$ cat config.mk
export PLATFORM = sky130hd
export DESIGN_NAME = par_req_src
export DESIGN_NICKNAME = d
export VERILOG_FILES = /design/src/rtl/prs_pkg.sv /design/src/rtl/prs_regs.sv /design/src/rtl/prs_trig_sync.sv /design/src/rtl/prs_pend.sv /design/src/rtl/par_req_src.sv
export SDC_FILE = /design/constraint.sdc
export NUM_CORES = 1
export LEC_CHECK = 0
export BUFFER_PORTS_ARGS = -buffer_cell sky130_fd_sc_hd__buf_2
export CORE_MARGIN = 5
export CORE_UTILIZATION = 43
export DETAILED_ROUTE_END_ITERATION = 12
export PLACE_DENSITY = 0.77
export SLEW_MARGIN = 40
export SYNTH_ARGS = -nofsm -noshare
export SYNTH_HDL_FRONTEND = slang
export SYNTH_HIERARCHICAL = 1
export SYNTH_SLANG_ARGS = --single-unit
$ cat constraint.sdc
create_clock -name clk -period 2.4 [get_ports clk]
set_clock_uncertainty 0.05 [all_clocks]
set_input_delay 0.36 -clock clk [delete_from_list [all_inputs] [get_ports clk]]
set_output_delay 0.36 -clock clk [all_outputs]
set_load 0.005 [all_outputs]
$ cat src/rtl/prs_pkg.sv
package prs_pkg;

    typedef enum logic [1:0] {
        ADDR_MASK = 2'd0,
        ADDR_PEND = 2'd1,
        ADDR_MODE = 2'd2,
        ADDR_CMD  = 2'd3
    } reg_addr_e;

    // mode register layout, bit3 down to bit0
    typedef struct packed {
        logic irq_en;
        logic scan_en;
        logic trig_en;
        logic gate_en;
    } mode_t;

    // command register layout, bit1 down to bit0
    typedef struct packed {
        logic clear;
        logic load;
    } cmd_t;

    localparam int MODE_W = $bits(mode_t);
    localparam int CMD_W  = $bits(cmd_t);

endpackage

$ cat src/rtl/prs_regs.sv
module prs_regs
    import prs_pkg::*;
#(
    parameter int NUM_CH = 4,
    parameter int DATA_W = 8
) (
    input  logic              clk,
    input  logic              rst,
    input  logic              wr,
    input  logic              rd,
    input  logic [1:0]        addr,
    input  logic [DATA_W-1:0] wdata,
    input  logic [NUM_CH-1:0] pend,
    output logic [NUM_CH-1:0] mask,
    output mode_t             mode,
    output logic              sw_load,
    output logic              sw_clear,
    output logic [DATA_W-1:0] rdata
);
    reg_addr_e sel;
    cmd_t      cmd;
    logic      unused_wdata;

    assign sel          = reg_addr_e'(addr);
    assign cmd          = cmd_t'(wdata[CMD_W-1:0]);
    assign unused_wdata = ^wdata;

    assign sw_load  = wr && (sel == ADDR_CMD) && cmd.load;
    assign sw_clear = wr && (sel == ADDR_CMD) && cmd.clear;

    always_ff @(posedge clk) begin
        if (rst) begin
            mask <= '0;
            mode <= '0;
        end else if (wr) begin
            case (sel)
                ADDR_MASK: mask <= wdata[NUM_CH-1:0];
                ADDR_MODE: mode <= mode_t'(wdata[MODE_W-1:0]);
                default:   ;
            endcase
        end
    end

    always_ff @(posedge clk) begin
        if (rst) begin
            rdata <= '0;
        end else if (rd) begin
            case (sel)
                ADDR_MASK: rdata <= DATA_W'(mask);
                ADDR_PEND: rdata <= DATA_W'(pend);
                ADDR_MODE: rdata <= DATA_W'(mode);
                default:   rdata <= '0;
            endcase
        end
    end
endmodule

$ cat src/rtl/prs_trig_sync.sv
module prs_trig_sync #(
    parameter int STAGES = 2
) (
    input  logic clk,
    input  logic rst,
    input  logic trig_in,
    output logic rise
);
    logic [STAGES:0] chain;

    always_ff @(posedge clk) begin
        if (rst) chain[0] <= 1'b0;
        else     chain[0] <= trig_in;
    end

    for (genvar g = 1; g <= STAGES; g++) begin : g_stage
        always_ff @(posedge clk) begin
            if (rst) chain[g] <= 1'b0;
            else     chain[g] <= chain[g-1];
        end
    end

    assign rise = chain[STAGES-1] & ~chain[STAGES];
endmodule

$ cat src/rtl/prs_pend.sv
module prs_pend #(
    parameter int NUM_CH  = 4,
    parameter int CH_BASE = 4,
    parameter int CHAN_W  = 3
) (
    input  logic              clk,
    input  logic              rst,
    input  logic [NUM_CH-1:0] mask,
    input  logic              gate_en,
    input  logic              scan_en,
    input  logic              irq_en,
    input  logic              sw_load,
    input  logic              sw_clear,
    input  logic              trig_load,
    input  logic              req_ack,
    output logic [NUM_CH-1:0] pend,
    output logic              load_evt,
    output logic              req_valid,
    output logic [CHAN_W-1:0] req_chan,
    output logic              irq
);
    localparam int IDX_W = (NUM_CH > 1) ? $clog2(NUM_CH) : 1;

    logic [IDX_W-1:0]  low_idx;
    logic [NUM_CH-1:0] low_bit;
    logic              accept;
    logic              done_q;
    logic              emptying;

    always_comb begin
        low_idx = '0;
        low_bit = '0;
        for (int i = NUM_CH - 1; i >= 0; i--) begin
            if (pend[i]) begin
                low_idx = IDX_W'(i);
                low_bit = NUM_CH'(1) << i;
            end
        end
    end

    assign req_valid = gate_en && (pend != '0);
    assign req_chan  = CHAN_W'(CH_BASE) + CHAN_W'(low_idx);
    assign accept    = req_ack && req_valid;
    assign load_evt  = sw_load || trig_load || (done_q && scan_en);
    assign emptying  = accept && !sw_clear && !load_evt && ((pend & ~low_bit) == '0);
    assign irq       = done_q && irq_en;

    always_ff @(posedge clk) begin
        if (rst) begin
            pend   <= '0;
            done_q <= 1'b0;
        end else begin
            done_q <= emptying;
            if (sw_clear)      pend <= '0;
            else if (load_evt) pend <= mask;
            else if (accept)   pend <= pend & ~low_bit;
        end
    end
endmodule

$ cat src/rtl/par_req_src.sv
module par_req_src
    import prs_pkg::*;
#(
    parameter int NUM_CH      = 4,
    parameter int CH_BASE     = 4,
    parameter int DATA_W      = 8,
    parameter int SYNC_STAGES = 2,
    parameter int CHAN_W      = $clog2(CH_BASE + NUM_CH)
) (
    input  logic              clk,
    input  logic              rst,
    input  logic              bus_wr,
    input  logic              bus_rd,
    input  logic [1:0]        bus_addr,
    input  logic [DATA_W-1:0] bus_wdata,
    output logic [DATA_W-1:0] bus_rdata,
    input  logic              trig_in,
    output logic              req_valid,
    output logic [CHAN_W-1:0] req_chan,
    input  logic              req_ack,
    output logic              irq
);
    logic [NUM_CH-1:0] mask_w;
    logic [NUM_CH-1:0] pend_w;
    mode_t             mode_w;
    logic              sw_load_w;
    logic              sw_clear_w;
    logic              trig_rise_w;
    logic              load_evt_w;

    prs_regs #(.NUM_CH(NUM_CH), .DATA_W(DATA_W)) regs_i (
        .clk     (clk),
        .rst     (rst),
        .wr      (bus_wr),
        .rd      (bus_rd),
        .addr    (bus_addr),
        .wdata   (bus_wdata),
        .pend    (pend_w),
        .mask    (mask_w),
        .mode    (mode_w),
        .sw_load (sw_load_w),
        .sw_clear(sw_clear_w),
        .rdata   (bus_rdata)
    );

    prs_trig_sync #(.STAGES(SYNC_STAGES)) sync_i (
        .clk    (clk),
        .rst    (rst),
        .trig_in(trig_in),
        .rise   (trig_rise_w)
    );

    prs_pend #(.NUM_CH(NUM_CH), .CH_BASE(CH_BASE), .CHAN_W(CHAN_W)) pend_i (
        .clk      (clk),
        .rst      (rst),
        .mask     (mask_w),
        .gate_en  (mode_w.gate_en),
        .scan_en  (mode_w.scan_en),
        .irq_en   (mode_w.irq_en),
        .sw_load  (sw_load_w),
        .sw_clear (sw_clear_w),
        .trig_load(trig_rise_w && mode_w.trig_en),
        .req_ack  (req_ack),
        .pend     (pend_w),
        .load_evt (load_evt_w),
        .req_valid(req_valid),
        .req_chan (req_chan),
        .irq      (irq)
    );
endmodule

==> summary.txt <==
Detailed routing
  – Drt initial violations: 9
  – Total number of vias: 785
  – Drt drc: 0
  – Routed WL: about 1900 um
  – Routed length per instance: approximately 12 um
  – Post-DRT Antenna Nets: 0
  – Vias per inst: 5.20
  – TritonRoute pass-1 iters: 4

Clock network
  – Root Driver: clkbuf_4
  – CTS tree: built
  – Cts repair resizes: 0
  – Htree depth: 1
  – Clk sink count: 20
  – Cts hold-fix bufs: 0
  – Clock Tree Buf Depth: 2
  – Total CTS buffers: 3
  – Worst-path clk slew: between 0.1 and 0.15 ns
  – Clk Latency, worst-skew pair: roughly 0.3 ns
  – Buffer count from post-CTS setup fixing: 0

Worst setup path
  – Slowest CP cell: o41a_1
  – Worst Path Buf+Inv: 1
  – Setup crit end kind: output port
  – Delay-heaviest family, CP: compound AO/OA/AOI/OAI gates
  – CP Max Fanout: 9
  – Worst EP arrival: ~1.3 ns
  – Crit-path cells: o41a_1 -> buf_2
  – WP data required: ~2.0 ns
  – Crit path launch type: flop
  – Setup CP Type: reg -> out
  – Worst stage delay on the critical path: 0.42 ns

Synth
  – #FFs+latches synth: 20
  – Synth warn: 6
  – Avg Cell Area, Syn: approximately 9.3 um2
  – Number of distinct library cells after synthesis: 33
  – Sequential share of the synthesized area: 0.407
  – Synth Cell Area: around 980 um2
  – Syn Inst Count: around 110

Timing
  – Fmax: around 0.6 GHz
  – Final Slew Violations: 0
  – Fin. Hold Viols: 0
  – Unrepaired setup endpoints after global routing: false
  – Sum Neg Setup Slack: 0 ns
  – Final Cycle Share: 0.690
  – Hold_ws: ~0.22 ns
  – Final setup viols: 0
  – Crit path time final: 1.66 ns

Placement
  – Port bufs: 19
  – Placed cell areas: roughly 1100 um2
  – Placed Cells: approximately 150
  – Final GP Congestion: ~0.8

Floorplanning
  – Num rows: 17
  – Core Area: around 2200 um2
  – Die area: around 3300 um2
  – Die height: 57.9 um
  – Num ports: 29
  – Starting Density: 0.449
  – Die X: ~58 um

Global routing
  – Vias in the first global route: 730
  – Pin count of the biggest net entering global routing: 17
  – Total grt overflow: 0
  – GRT Total Usage: 0.119
  – Global-route wire length before repair: 3130 um
  – Initial antenna violation count: 0

Cells and area
  – Commonest non-fill, non-tap cell in the layout: dfxtp_1
  – Nets@finish: 140
  – FILL cells: 210
  – Fin area: about 1100 um2
  – Share of cells above drive strength 1: 0.276
  – Final cell count without fillers: ~150
  – ANT cells: 0
  – Commonest cells after routing, fill and taps aside: dfxtp_1, buf_2, nor2_1
  – Area grow syn2layout: 11.9%

Pwr
  – Int Pwr: ~0.46 mW
  – Comb pwr share: 0.097
  – Clk pwr share: 0.320
  – Switching share of total power: 0.230
  – NetSw: between 0.1 and 0.15 mW
  – P_leak: roughly 0.47 nW
  – Max IR drop VDD: just over 0.0004 V
  – Register share of total power: 0.583
  – PwrDens: 543 nW/um2

Run
  – MaxCap Viol Count: 0

Min path
  – Hold Crit Class: in -> reg

Status
  – Status: finished, final reports clean
metal layers:
layer / wire, um / vias up / track usage
met3: 143 / 2 / 0.0267
met4: 13 / 0 / 0.0497
met5: 0 / - / 0
li1: - / 392 / -
met2: 912 / 31 / 0.198
met1: 812 / 360 / 0.146
synth_stat cells:
library cell	instances	area, um2
dfxtp_1	20	400
nor2_1	14	52.6
mux2i_1	12	120
nand2_1	9	33.8
a21oi_1	5	25.0
buf_4	5	37.5
a311oi_1	4	35.0
or2_0	4	25.0
nor2b_1	3	18.8
o211ai_1	3	22.5
and2_1	2	12.5
and4_2	2	20.0
clkbuf_1	2	7.51
conb_1	2	7.51
a2111oi_2	1	15.0
a211oi_2	1	12.5
and2b_2	1	8.76
buf_1	1	3.75
buf_6	1	11.3
inv_1	1	3.75
inv_2	1	3.75
nand2b_1	1	6.26
nand3_1	1	5.00
nand3b_2	1	11.3
nor2b_2	1	8.76
nor3b_4	1	18.8
o21ai_0	1	5.00
o311ai_1	1	8.76
o41a_1	1	11.3
or2_1	1	6.26
or2_2	1	6.26
or4_4	1	11.3
xor2_1	1	8.76
per-stage QoR:
step,utilization,power [mW],setup WS (ns)
detailed placement,0.487,0.415,0.636
CTS,0.503,0.606,0.725
global route,0.503,0.627,0.672
global placement,0.487,0.413,0.680
floorplan,-,0.399,0.846
finish,0.503,0.599,0.743
worst register-to-register path, stage by stage, from the launching register on:
cell and delay, ns:
dfxtp_1 0.32, nor2b_2 0.13, and2_1 0.16, a211oi_2 0.34, inv_1 0.18, a2111oi_2 0.34
area by class of cell:
class | instances | area (um2) | area share
multi-input cells | 78 | 528 | 0.479
inverters | 2 | 7.51 | 0.00681
clock buffers | 4 | 36.3 | 0.0329
repair buffers | 19 | 95.1 | 0.0863
well taps | 28 | 35.0 | 0.0318
flip-flops and latches | 20 | 400 | 0.363
flip-flops by register name, summed over array words and instances (netlist names):
register,flops
pend_i/pend,4
regs_i/mask,4
regs_i/mode,4
regs_i/rdata,4
sync_i/chain,3
pend_i/done_q,1
power by group through the flow:
stage	Combinational, mW	Clock, mW	Sequential [mW]
final	0.0581	0.191	0.349
after global routing	0.0645	0.212	0.350
after CTS	0.0584	0.199	0.349
after detailed placement	0.0583	0	0.357
after global placement	0.0565	0	0.356
after floorplan	0.0438	0	0.355
final timing paths:
path | from | end | slack [ns] | depth (start not counted)
min | trig_in | sync_i/chain[0] | 0.22 | 2
min reg2reg | sync_i/chain[0] | sync_i/chain[1] | 0.41 | 1
max reg2reg | sync_i/chain[1] | pend_i/done_q | 0.79 | 5
max | pend_i/pend[2] | req_valid | 0.74 | 2
logic make-up after synthesis:
kind of cell,count (synthesis),synth area share
compound gates,17,0.137
xor+xnor,1,0.00890
buf+inv,11,0.0686
flops,20,0.407
mux,12,0.122
other cells,2,0.00763
simple gates,43,0.249
Note: power is estimated with default switching activity, not from simulation.
